[src/rtl/tri_mult_pkg.sv]
`timescale 1ns/1ps
package tri_mult_pkg;

    typedef enum logic [0:0] {
        ARCH_CSA  = 1'b0,
        ARCH_AND3 = 1'b1
    } arch_e;

    // rows left after one compression level: groups of four become two,
    // a remainder of three goes through a compressor with one zero row
    function automatic int next_rows(input int r);
        if (r <= 2) return r;
        return 2 * (r / 4) + (((r % 4) == 3) ? 2 : (r % 4));
    endfunction

    function automatic int rows_at(input int r, input int lvl);
        int cur;
        cur = r;
        for (int i = 0; i < lvl; i++) cur = next_rows(cur);
        return cur;
    endfunction

    function automatic int num_levels(input int r);
        int cur;
        int n;
        cur = r;
        n   = 0;
        while (cur > 2) begin
            cur = next_rows(cur);
            n++;
        end
        return n;
    endfunction

endpackage

[src/rtl/tri_mult_cmp42_row.sv]
`timescale 1ns/1ps
// One row of 4:2 compressors. Each column is two chained full adders; the
// first adder's carry runs sideways into the next column. Carries leaving
// the top column carry weight 2^W and are dropped (modulo arithmetic).
module tri_mult_cmp42_row #(
    parameter int W = 12
) (
    input  logic [W-1:0] x0_i,
    input  logic [W-1:0] x1_i,
    input  logic [W-1:0] x2_i,
    input  logic [W-1:0] x3_i,
    output logic [W-1:0] sum_o,
    output logic [W-1:0] car_o
);
    logic [W-1:0] lat;

    assign lat[0]   = 1'b0;
    assign car_o[0] = 1'b0;

    for (genvar i = 0; i < W; i++) begin : g_col
        logic s1;
        assign s1       = x0_i[i] ^ x1_i[i] ^ x2_i[i];
        assign sum_o[i] = s1 ^ x3_i[i] ^ lat[i];
        if (i < W - 1) begin : g_fwd
            assign lat[i+1]   = (x0_i[i] & x1_i[i]) | (x0_i[i] & x2_i[i]) | (x1_i[i] & x2_i[i]);
            assign car_o[i+1] = (s1 & x3_i[i]) | (s1 & lat[i]) | (x3_i[i] & lat[i]);
        end
    end

endmodule

[src/rtl/tri_mult_reduce.sv]
`timescale 1ns/1ps
// Compresses ROWS rows of width W to one sum row and one carry row using
// levels of 4:2 compressor rows. No carry-propagate addition inside.
module tri_mult_reduce
    import tri_mult_pkg::*;
#(
    parameter int ROWS = 8,
    parameter int W    = 12
) (
    input  logic [ROWS-1:0][W-1:0] rows_i,
    output logic [W-1:0]           sum_o,
    output logic [W-1:0]           car_o
);
    localparam int NLEV = num_levels(ROWS);

    if (ROWS == 1) begin : g_one
        assign sum_o = rows_i[0];
        assign car_o = '0;
    end else if (ROWS == 2) begin : g_two
        assign sum_o = rows_i[0];
        assign car_o = rows_i[1];
    end else begin : g_tree
        for (genvar L = 0; L < NLEV; L++) begin : lvl
            localparam int R   = rows_at(ROWS, L);
            localparam int RN  = rows_at(ROWS, L + 1);
            localparam int G   = R / 4;
            localparam int REM = R % 4;

            logic [R-1:0][W-1:0]  cur;
            logic [RN-1:0][W-1:0] nxt;

            if (L == 0) begin : g_first
                assign cur = rows_i;
            end else begin : g_rest
                assign cur = lvl[L-1].nxt;
            end

            for (genvar g = 0; g < G; g++) begin : g_grp
                tri_mult_cmp42_row #(.W(W)) u_cmp (
                    .x0_i (cur[4*g]),
                    .x1_i (cur[4*g+1]),
                    .x2_i (cur[4*g+2]),
                    .x3_i (cur[4*g+3]),
                    .sum_o(nxt[2*g]),
                    .car_o(nxt[2*g+1])
                );
            end

            if (REM == 3) begin : g_rem3
                tri_mult_cmp42_row #(.W(W)) u_cmp (
                    .x0_i (cur[4*G]),
                    .x1_i (cur[4*G+1]),
                    .x2_i (cur[4*G+2]),
                    .x3_i ({W{1'b0}}),
                    .sum_o(nxt[2*G]),
                    .car_o(nxt[2*G+1])
                );
            end else begin : g_pass
                for (genvar r = 0; r < REM; r++) begin : g_row
                    assign nxt[2*G+r] = cur[4*G+r];
                end
            end
        end

        assign sum_o = lvl[NLEV-1].nxt[0];
        assign car_o = lvl[NLEV-1].nxt[1];
    end

endmodule

[src/rtl/tri_mult.sv]
`timescale 1ns/1ps
module tri_mult
    import tri_mult_pkg::*;
#(
    parameter int    N       = 4,
    parameter arch_e ARCH    = ARCH_CSA,
    parameter bit    REG_OUT = 1'b1
) (
    input  logic           clk,
    input  logic           rst_n,
    input  logic [N-1:0]   a_i,
    input  logic [N-1:0]   b_i,
    input  logic [N-1:0]   c_i,
    output logic [3*N-1:0] prod_o
);
    localparam int PW = 3 * N;

    typedef struct packed {
        logic [PW-1:0] prod;
    } state_t;

    logic [PW-1:0] a_w;
    logic [PW-1:0] fin_s;
    logic [PW-1:0] fin_c;
    state_t        state_d;

    assign a_w = PW'(a_i);

    if (ARCH == ARCH_CSA) begin : g_csa
        logic [N-1:0][PW-1:0]   pp1;
        logic [2*N-1:0][PW-1:0] pp2;
        logic [PW-1:0]          s1;
        logic [PW-1:0]          c1;

        // first array: a & b_j at weight 2^j
        for (genvar j = 0; j < N; j++) begin : g_pp1
            assign pp1[j] = ({PW{b_i[j]}} & a_w) << j;
        end

        tri_mult_reduce #(.ROWS(N), .W(PW)) u_red1 (
            .rows_i(pp1),
            .sum_o (s1),
            .car_o (c1)
        );

        // second array: both redundant rows gated by c_k at weight 2^k
        for (genvar k = 0; k < N; k++) begin : g_pp2
            assign pp2[2*k]   = ({PW{c_i[k]}} & s1) << k;
            assign pp2[2*k+1] = ({PW{c_i[k]}} & c1) << k;
        end

        tri_mult_reduce #(.ROWS(2*N), .W(PW)) u_red2 (
            .rows_i(pp2),
            .sum_o (fin_s),
            .car_o (fin_c)
        );

        // the redundant pair represents A*B before any carry resolution
        assert_pair_ab_R3: assert property (@(posedge clk) disable iff (!rst_n)
            (s1 + c1) == (a_w * PW'(b_i)));

        // compressing the gated array keeps (s1+c1)*C
        assert_two_rows_R5: assert property (@(posedge clk) disable iff (!rst_n)
            (fin_s + fin_c) == ((s1 + c1) * PW'(c_i)));
    end else begin : g_and3
        logic [N*N-1:0][PW-1:0] pp;

        // every row: a & b_j & c_k at weight 2^(j+k)
        for (genvar j = 0; j < N; j++) begin : g_j
            for (genvar k = 0; k < N; k++) begin : g_k
                assign pp[j*N+k] = ({PW{b_i[j] & c_i[k]}} & a_w) << (j + k);
            end
        end

        tri_mult_reduce #(.ROWS(N*N), .W(PW)) u_red (
            .rows_i(pp),
            .sum_o (fin_s),
            .car_o (fin_c)
        );

        // the two rows left from the AND3 array carry the product
        assert_two_rows_R7: assert property (@(posedge clk) disable iff (!rst_n)
            (fin_s + fin_c) == (a_w * PW'(b_i) * PW'(c_i)));
    end

    // the only carry-propagate addition in the block
    always_comb begin
        state_d      = '0;
        state_d.prod = fin_s + fin_c;
    end

    if (REG_OUT) begin : g_reg
        state_t state_q;

        always_ff @(posedge clk) begin
            if (!rst_n) state_q <= '0;
            else        state_q <= state_d;
        end

        assign prod_o = state_q.prod;

        // register cleared by reset
        assert_reset_clear_R8: assert property (@(posedge clk) disable iff (!rst_n)
            $rose(rst_n) |-> (prod_o == '0));

        // product of the previous cycle's operands
        assert_product_R1: assert property (@(posedge clk) disable iff (!rst_n)
            $past(rst_n) |-> (prod_o == (PW'($past(a_i)) * PW'($past(b_i)) * PW'($past(c_i)))));
    end else begin : g_comb
        assign prod_o = state_d.prod;

        // combinational product
        assert_product_R1: assert property (@(posedge clk) disable iff (!rst_n)
            prod_o == (a_w * PW'(b_i) * PW'(c_i)));
    end

endmodule

[config.mk]
export PLATFORM = sky130hd
export DESIGN_NAME = tri_mult
export DESIGN_NICKNAME = d
export VERILOG_FILES = /design/src/rtl/tri_mult_pkg.sv /design/src/rtl/tri_mult_cmp42_row.sv /design/src/rtl/tri_mult_reduce.sv /design/src/rtl/tri_mult.sv
export SDC_FILE = /design/constraint.sdc
export NUM_CORES = 1
export LEC_CHECK = 0
export BUFFER_PORTS_ARGS = -buffer_cell sky130_fd_sc_hd__buf_2
export CAP_MARGIN = 20
export CELL_PAD_IN_SITES_DETAIL_PLACEMENT = 0
export CELL_PAD_IN_SITES_GLOBAL_PLACEMENT = 1
export CORE_MARGIN = 3
export CORE_UTILIZATION = 31
export DETAILED_ROUTE_END_ITERATION = 16
export GPL_TIMING_DRIVEN = 0
export PLACE_DENSITY = 0.58
export SLEW_MARGIN = 20
export SYNTH_ARGS = -nofsm -noshare
export SYNTH_HDL_FRONTEND = slang
export SYNTH_HIERARCHICAL = 1
export SYNTH_SLANG_ARGS = --single-unit
[constraint.sdc]
create_clock -name clk -period 8.15 [get_ports clk]
set_input_delay 0.815 -clock clk [delete_from_list [all_inputs] [get_ports clk]]
set_output_delay 0.815 -clock clk [all_outputs]
set_load 0.02 [all_outputs]
==> impl_metrics.csv, run 1 <==
group,metric,value,unit
floorplanning,die_h,112,microns
synthesis,synth_seq_area_share,6.93,%
synthesis,synth_edf_count,0,
flow_run,drv_cap,0,
sta,slew_viol_final,0,
drt,viasPerCell,4.34,
worst_setup_path,crit_arrival,5.57,ns
synthesis,syn_inst,317,
drt,routed_wl,5950,microns
synthesis,yosysMostFrequentCell,"and2_1",
synthesis,async_reset_ff_share,0,%
hold_path,hold_start,"rst_n",
grt,grt_max_degree,11,
cells_and_area,largest_register_ffs,12,
cells_and_area,drive_gt1_share,8.27,%
floorplanning,die_w,112,microns
grt,grt_overflow,0,
clocking,cts_htree_levels,1,
placed_design,place_ws,2.44,ns
cells_and_area,synthToLayoutAreaGrowth,14.2,%
drt,drc_errors,0,
grt,track_usage,10.3,%
clocking,clk_pin_slew,0.05,ns
placed_design,dpl.hpwl,5640,microns
clocking,postCtsHoldBufs,0,
placed_design,gp_congestion,0.739,
synthesis,yosys_warnings,6,
worst_setup_path,worstPathRequired,8.29,ns
sta,setup_tns,0,ns
outcome,status,"complete, no violations",
worst_setup_path,cp-end-kind,"flop",
synthesis,netlist_area,3460,sq um
floorplanning,start_util,32.7,%
worst_setup_path,path_cells,"buf_2 > and2_1 > fa_1 > fa_1 > and2_1 > fa_1 > fa_1 > fa_1 > fa_1 > ha_1 > a21oi_1 > o211a_1 > or4_1 > o211ai_1",
placed_design,port_buffers,24,
drt,drtPass1Iterations,4,
floorplanning,row_count,37,
clocking,postCtsSetupRepairBufs,0,
cells_and_area,fin_util,37.3,%
grt,grt_pass1_wl,11000,microns
synthesis,ys_top_cells_by_count,"104 x and2_1, 85 x fa_1, 15 x ha_1, 12 x dfxtp_1, 10 x o21ai_0",
cells_and_area,insertedDiodeCount,0,
synthesis,synthDominantCellAreaShare,49.1,%
sta,max_freq,184,MHz
synthesis,synth_top_area_cell,"fa_1",
drt,routedWlPerCell,11.4,microns
clocking,root_buffer,"clkbuf_8",
hold_path,hold_path.class,"in2reg",
sta,worst_slack,2.73,ns
grt,grt_pass1_vias,2379,
sta,hold_slack,0.932,ns
sta,period_share,66.5,%
worst_setup_path,cp_num_buf_inv,1,
grt,antenna_found_initial,0,
clocking,cts_buffer_depth,2,
sta,hold_viol_final,0,
worst_setup_path,crit_path_start_kind,"input pin",
worst_setup_path,max_stage_delay,0.55,ns
drt,antenna_left,0,
clocking,cts_tree,"done",
synthesis,ys_types,32,
sta,fin_crit,5.42,ns
floorplanning,dieArea,12500,sq um
floorplanning,core,10600,sq um
synthesis,avgSynthCellArea,10.9,sq um
clocking,ctsResizeCount,0,
worst_setup_path,cp_slowest_cell,"fa_1",
worst_setup_path,cp_top_family,"adder cells",
worst_setup_path,critPathKind,"in2reg",
clocking,cts.sinks,12,
cells_and_area,layout.nets,503,
synthesis,ys.flop_type,"dfxtp_1",
clocking,cts_buffers,3,
drt,drtIter0Drc,64,
worst_setup_path,path_max_fanout,6,
sta,rsz0062_at_grt,"no",
sta,finalSetupViolCount,0,
drt,route.vias.total,2268,
worst_setup_path,critPathLaunch,"a_i[3]",
worst_setup_path,cpMostUsedCell,"fa_1",
floorplanning,io_pins,26,
synthesis,synth_seq_cells,12,
synthesis,synth_area_leaders,"fa_1 49%, and2_1 19%, dfxtp_1 6.9%, ha_1 5.4%, xnor3_1 2.6%",
metal layers:
metal	track usage [%]	vias to the layer above	routed length [microns]
li1	-	1117	-
met1	14.2	1133	2710
met2	18.1	16	3110
met3	1.52	2	123
met4	0.487	0	12
met5	0	-	0
layout by cell type (no fill, tap or decap), drive strengths merged, types with 2 or more instances in the layout:
cell type / netlist / routed
nand3: 2 / 2
xnor2: 4 / 4
a211oi: 3 / 3
nor2: 6 / 6
a31oi: 3 / 3
and2: 104 / 104
nand2b: 7 / 7
fa: 85 / 85
conb: 5 / 48
o211ai: 2 / 2
clkbuf: 8 / 11
a21o: 2 / 2
xnor3: 4 / 4
nor3: 2 / 2
buf: 4 / 28
mux2i: 5 / 5
dfxtp: 12 / 12
o2111ai: 2 / 2
and4: 2 / 2
nand2: 8 / 8
xor2: 7 / 7
a21oi: 7 / 7
ha: 15 / 15
o21ai: 10 / 10
path summary, 6_finish.rpt:
kind	slack, ns	cells after the start	to
max	2.73	14	prod_o[11]$_SDFF_PN0_
min	0.93	3	prod_o[9]$_SDFF_PN0_
layout make-up:
type                    instances  area, sq um
repair buffers                 24          120
flip-flops and latches         12          240
well taps                     136          170
plain buffers                  12         60.1
multi-input cells             335         3320
fillers                      1096         6640
clock buffers                   3         41.3
inverters                       1         3.75
cell families after synthesis:
group	share of synthesized area, %
AND/OR/NAND/NOR	23.5
adder cells (fa/ha/maj)	54.5
AO/OA/AOI/OAI	5.81
XOR/XNOR	5.38
buffers and inverters	1.84
flip-flops	6.93
other	0.542
multiplexers	1.44
metrics by stage:
step | std cells | cell area, sq um
floorplan | 360 | 3630
global placement | 520 | 3920
detailed placement | 520 | 3920
CTS | 523 | 3960
global route | 523 | 3960
finish | 523 | 3960
Power of run 1 is not shown: default switching activity piles up to over one toggle a cycle in this logic, so the estimate is an artifact.
==> run 2: changes to the inputs <==
--- a/config.mk
+++ b/config.mk
@@ -5,6 +5,7 @@
 export SDC_FILE = /design/constraint.sdc
 export NUM_CORES = 1
 export LEC_CHECK = 0
+export ABC_AREA = 1
 export BUFFER_PORTS_ARGS = -buffer_cell sky130_fd_sc_hd__buf_2
 export CAP_MARGIN = 20
 export CELL_PAD_IN_SITES_DETAIL_PLACEMENT = 0
@@ -13,7 +14,7 @@
 export CORE_UTILIZATION = 31
 export DETAILED_ROUTE_END_ITERATION = 16
 export GPL_TIMING_DRIVEN = 0
-export PLACE_DENSITY = 0.58
+export PLACE_DENSITY = 0.64
 export SLEW_MARGIN = 20
 export SYNTH_ARGS = -nofsm -noshare
 export SYNTH_HDL_FRONTEND = slang
==> constraint.sdc (replaced) <==
create_clock -name clk -period 4.45 [get_ports clk]
set_input_delay 0.445 -clock clk [delete_from_list [all_inputs] [get_ports clk]]
set_output_delay 0.445 -clock clk [all_outputs]
set_load 0.02 [all_outputs]
==> run 2 against run 1 <==
Effect of this change:
- the run now ends with negative setup slack left
- non-clock buffer count rose by 6
- synthesized cell count up 61%
- largest cell class unchanged
- clock-buffer cell count unchanged
- highest routed layer is now met3
- critical path type unchanged
- flip-flop and latch count stayed put
- area after synthesis up 9.0%
==> impl_metrics.csv, run 2 <==
group,metric,value,unit
outcome,status,"finished with violations",
outcome,violations,"negative setup slack",
sta,slew_viol_final,0,
worst_setup_path,cpMostUsedCell,"fa_1",
drt,drtPass1Iterations,4,
floorplanning,dieArea,13500,sq um
worst_setup_path,worstPathRequired,4.57,ns
synthesis,synth_compound_area_share,1.92,%
synthesis,synth_seq_cells,12,
synthesis,avgSynthCellArea,7.40,sq um
placed_design,gp_congestion,0.769,
cells_and_area,multi_input_area,3290,sq um
floorplanning,die_w,116,microns
drt,drc_errors,0,
sta,worst_slack,-0.0486,ns
worst_setup_path,critPathKind,"in2reg",
clocking,cts.sinks,12,
hold_path,hold_path.class,"in2reg",
cells_and_area,layout_common_cells,"149 x nand2_1, 122 x inv_1, 73 x fa_1",
worst_setup_path,cp_slowest_cell,"fa_1",
worst_setup_path,crit_path_start_kind,"input pin",
sta,fin_crit,4.50,ns
synthesis,ys_types,26,
placed_design,dpl.hpwl,6450,microns
floorplanning,core,11700,sq um
synthesis,synth_top_family_by_area,"adder cells",
synthesis,ys.flop_type,"dfxtp_1",
synthesis,async_reset_ff_share,0,%
sta,period_share,101,%
worst_setup_path,max_stage_delay,0.57,ns
drt,routedWlPerCell,9.66,microns
sta,max_freq,222,MHz
drt,route.met3.wl,130,microns
synthesis,synth_seq_area_share,6.36,%
drt,drtIter0Drc,95,
cells_and_area,fin_util,39.4,%
clocking,cts_tree,"done",
cells_and_area,drive_gt1_share,19.8,%
clocking,postCtsHoldBufs,0,
clocking,cts_htree_levels,1,
grt,grt_pass1_vias,3230,
cells_and_area,layout.nets,703,
floorplanning,start_util,32.4,%
placed_design,place_ws,-0.438,ns
drt,highest_layer,"met3",
cells_and_area,final_area,4590,sq um
drt,wl_met1,3010,microns
floorplanning,io_pins,26,
placed_design,port_buffers,23,
synthesis,netlist_area,3780,sq um
synthesis,synth_area_leaders,"fa_1 45%, nand2_1 16%, inv_1 14%, dfxtp_1 6.4%, ha_1 5.0%",
cells_and_area,seqCellArea,240,sq um
clocking,cts_buffer_depth,2,
grt,grt_pass1_wl,13700,microns
worst_setup_path,path_cells,"buf_8 > nand2_2 > inv_2 > fa_2 > fa_2 > nand2_2 > inv_2 > fa_1 > fa_1 > fa_1 > fa_1 > ha_4 > a21oi_4 > nor2_1 > nor2_1 > nand3_1 > nand2_1 > nor2_1",
drt,antenna_left,0,
synthesis,ys_top_cells_by_count,"164 x nand2_1, 138 x inv_1, 85 x fa_1, 19 x nor2_1, 18 x nand3_1",
worst_setup_path,path_max_fanout,4,
cells_and_area,insertedDiodeCount,0,
sta,finalSetupViolCount,4,
synthesis,yosys_warnings,6,
synthesis,synthXorXnorAreaFrac,1.16,%
grt,antenna_found_initial,0,
grt,grt_overflow,0,
grt,track_usage,12.1,%
sta,slew_headroom,62.4,%
cells_and_area,final_common_cell,"nand2_1",
worst_setup_path,crit_arrival,4.62,ns
clocking,clk_pin_slew,0.04,ns
synthesis,yosysMostFrequentCell,"nand2_1",
synthesis,synth_edf_count,0,
synthesis,synthDominantCellAreaShare,45.1,%
floorplanning,die_h,116,microns
clocking,root_buffer,"clkbuf_16",
sta,hold_viol_final,0,
synthesis,synth_fa_ha_area_share,50.0,%
flow_run,drv_cap,0,
synthesis,synthSimpleGateAreaFrac,24.2,%
grt,grt_max_degree,11,
cells_and_area,synthToLayoutAreaGrowth,21.6,%
drt,viasPerCell,4.11,
drt,wl_met2,3910,microns
synthesis,syn_inst,510,
placed_design,postPlaceCellArea,4260,sq um
sta,worstMarginPinSlew,0.564,ns
drt,routed_wl,7050,microns
worst_setup_path,cp_top_family,"adder cells",
worst_setup_path,cp-end-kind,"flop",
cells_and_area,largest_register_ffs,12,
worst_setup_path,cp_num_buf_inv,3,
drt,route.vias.total,2999,
floorplanning,row_count,39,
clocking,cts_buffers,3,
synthesis,synth_top_area_cell,"fa_1",
sta,rsz0062_at_grt,"yes",
cells_and_area,fillers,1226,
synthesis,synth_mux_area_share,0,%
## run 2: cell types whose count changed after synthesis, sizes merged, moves of 4 or more
cell    delta
nand2    +170
inv      +138
and2     -103
nand3     +17
nor2      +16
nand2b     -7
o21ai      -6
mux2i      -5
xnor3      -4
## run 2: kinds of logic after synthesis
logic type / count (synthesis)
simple gates: 222
buf+inv: 153
fa+ha+maj: 100
compound gates: 13
flops: 12
xor+xnor: 5
other cells: 5
## run 2: cell type report
cell class	instances	area share (%)
Buffer	13	1.61
Clock buffer	3	1.63
Inverter	140	11.4
Multi-Input combinational cell	390	71.7
Sequential cell	12	5.23
Tap cell	143	3.90
Timing Repair Buffer	29	4.47
## run 2: what timing repair did
action                     4_1_cts  5_1_grt
setup endpoints to repair        6        9
buffers inserted                 4        2
cloned                           0        0
pin swaps                        7       23
gates resized for setup         29       46
## run 2: metrics by stage
| step | instances | hold WS, ns | TNS [ns] |
|---|---|---|---|
| after floorplan | 555 | 0.583 | -0.0297 |
| after global placement | 721 | 0.717 | -2.64 |
| after detailed placement | 721 | 0.721 | -2.78 |
| after CTS | 728 | 0.468 | -0.272 |
| after global routing | 730 | 0.478 | -1.16 |
| final | 730 | 0.469 | -0.114 |
## run 2: path summary, 6_finish.rpt
kind	start	to	slack, ns	cells after the start
max	a_i[3]	prod_o[8]$_SDFF_PN0_	-0.05	18
min	rst_n	prod_o[3]$_SDFF_PN0_	0.47	3
## run 2: layer usage
layer  track usage (%)  vias up
met1              14.3     1450
met4             0.696        0
met2              24.7       19
met5                 0        -
li1                  -     1530
met3              1.04        0
Power of run 2 is left out for the same reason.
==> run 3: changes to the inputs <==
--- a/config.mk
+++ b/config.mk
@@ -5,7 +5,6 @@
 export SDC_FILE = /design/constraint.sdc
 export NUM_CORES = 1
 export LEC_CHECK = 0
-export ABC_AREA = 1
 export BUFFER_PORTS_ARGS = -buffer_cell sky130_fd_sc_hd__buf_2
 export CAP_MARGIN = 20
 export CELL_PAD_IN_SITES_DETAIL_PLACEMENT = 0
@@ -14,7 +13,7 @@
 export CORE_UTILIZATION = 31
 export DETAILED_ROUTE_END_ITERATION = 16
 export GPL_TIMING_DRIVEN = 0
-export PLACE_DENSITY = 0.64
+export PLACE_DENSITY = 0.6
 export SLEW_MARGIN = 20
 export SYNTH_ARGS = -nofsm -noshare
 export SYNTH_HDL_FRONTEND = slang
==> run 3 against run 2 <==
Effect of this change:
- largest cell class unchanged
- first-iteration DRC count down 26%
- critical path depth down 4
- the run still ends with negative setup slack left
- critical endpoint is now prod_o[11]$_SDFF_PN0_
- worst setup slack worse by 0.26 ns
- critical path type unchanged
- cell area down 6.1%
==> impl_metrics.csv, run 3 (synthesis gave the netlist of run 1 again) <==
group,metric,value,unit
sta,hold_slack,0.554,ns
worst_setup_path,critPathLaunch,"a_i[3]",
grt,grt_overflow,0,
grt,antenna_found_initial,0,
cells_and_area,final_area,4310,sq um
placed_design,port_buffers,24,
sta,max_freq,210,MHz
sta,worstMarginPinSlew,0.498,ns
worst_setup_path,max_stage_delay,0.55,ns
floorplanning,dieArea,12500,sq um
worst_setup_path,worst-path-stages,14,
worst_setup_path,path_max_fanout,4,
worst_setup_path,cp_top_family,"adder cells",
clocking,cts_tree,"done",
clocking,postCtsHoldBufs,0,
grt,grt_pass1_wl,12300,microns
cells_and_area,largest_register_ffs,12,
floorplanning,row_count,37,
cells_and_area,drive_gt1_share,22.2,%
drt,drc_errors,0,
floorplanning,die_h,112,microns
grt,grt_pass1_vias,2736,
drt,drtIter0Drc,70,
drt,route.vias.total,2319,
hold_path,hold_path.class,"in2reg",
clocking,cts_buffers,3,
cells_and_area,insertedDiodeCount,0,
cells_and_area,synthToLayoutAreaGrowth,24.4,%
placed_design,gp_congestion,0.750,
sta,slew_viol_final,0,
clocking,clk_pin_slew,0.05,ns
sta,hold_viol_final,0,
worst_setup_path,cp_slowest_cell,"fa_1",
outcome,violations,"negative setup slack",
sta,rsz0062_at_grt,"yes",
sta,period_share,107,%
cells_and_area,layout_common_cells,"84 x and2_1, 76 x fa_1, 48 x conb_1",
drt,viasPerCell,4.36,
clocking,root_buffer,"clkbuf_8",
cells_and_area,layout.nets,512,
drt,drtPass1Iterations,4,
cells_and_area,fillers,1042,
grt,track_usage,11.6,%
outcome,status,"finished with violations",
worst_setup_path,cp_num_buf_inv,1,
floorplanning,die_w,112,microns
floorplanning,core,10600,sq um
placed_design,postPlaceCellArea,3990,sq um
floorplanning,io_pins,26,
sta,worst_slack,-0.307,ns
worst_setup_path,cp-end-kind,"flop",
grt,grt_max_degree,11,
placed_design,dpl.hpwl,5610,microns
sta,finalSetupViolCount,6,
worst_setup_path,worstPathRequired,4.60,ns
drt,routedWlPerCell,11.6,microns
flow_run,drv_cap,0,
clocking,cts.sinks,12,
worst_setup_path,critPathKind,"in2reg",
sta,fin_crit,4.76,ns
cells_and_area,final_common_cell,"and2_1",
worst_setup_path,path_cells,"buf_6 > and2_4 > fa_1 > fa_1 > and2_4 > fa_1 > fa_1 > fa_1 > fa_1 > ha_4 > a21oi_2 > o211a_1 > or4_1 > o211ai_1",
worst_setup_path,crit_end,"prod_o[11]$_SDFF_PN0_",
worst_setup_path,crit_arrival,4.90,ns
sta,slew_headroom,66.6,%
worst_setup_path,crit_path_start_kind,"input pin",
clocking,cts_buffer_depth,2,
floorplanning,start_util,32.7,%
drt,routed_wl,6200,microns
worst_setup_path,cpMostUsedCell,"fa_1",
clocking,cts_htree_levels,1,
drt,antenna_left,0,
-- run 3: cell types whose count changed in the layout (fill, tap and decap cells not counted), moves of 17 or more --
cell	change
nand2_1	-141
inv_1	-122
and2_1	+83
nand2_2	-25
and2_4	+20
inv_2	-17
-- run 3: layout make-up --
type                    count  area (sq um)  area share, %
repair buffers             33           236           5.48
well taps                 136           170           3.95
clock buffers               3          41.3          0.958
multi-input cells         335          3560           82.5
plain buffers              12          60.1           1.39
inverters                   1          6.26          0.145
flip-flops and latches     12           240           5.57
-- run 3: worst min-delay path, cell delays in order --
cell and delay [ns]:
buf_2 0.16, nand2b_1 0.08, mux2i_1 0.05
-- run 3: timing repair --
action,4_1_cts,5_1_grt
pin swaps,34,11
buffers inserted,8,1
gates resized for setup,38,14
endpoints found under the setup margin,9,10
-- run 3: worst min-delay path by stage --
stage                           endpoint  cells past startpoint  startpoint
floorplan           prod_o[6]$_SDFF_PN0_                      2       rst_n
global placement    prod_o[8]$_SDFF_PN0_                      3       rst_n
detailed placement  prod_o[6]$_SDFF_PN0_                      3       rst_n
CTS                 prod_o[6]$_SDFF_PN0_                      3       rst_n
global route        prod_o[8]$_SDFF_PN0_                      3       rst_n
finish              prod_o[6]$_SDFF_PN0_                      3       rst_n
-- run 3: metrics by stage --
step / std cells / worst slack [ns] / util, % / setup TNS [ns]
2_1_floorplan: 360 / -0.392 / - / -1.32
3_3_place_gp: 520 / -0.787 / 37.6 / -5.44
3_5_place_dp: 520 / -0.783 / 37.6 / -5.42
4_1_cts: 531 / -0.347 / 40.2 / -1.46
5_1_grt: 532 / -0.423 / 40.7 / -2.39
6_report: 532 / -0.307 / 40.7 / -1.19
-- run 3: layer usage --
layer / vias to the layer above / routed length [microns] / GRT usage (%)
li1: 1136 / - / -
met1: 1171 / 2740 / 14.9
met2: 12 / 3360 / 21.8
met3: 0 / 100 / 1.52
met4: 0 / 0 / 0.243
met5: - / 0 / 0
Power of run 3 is left out for the same reason.
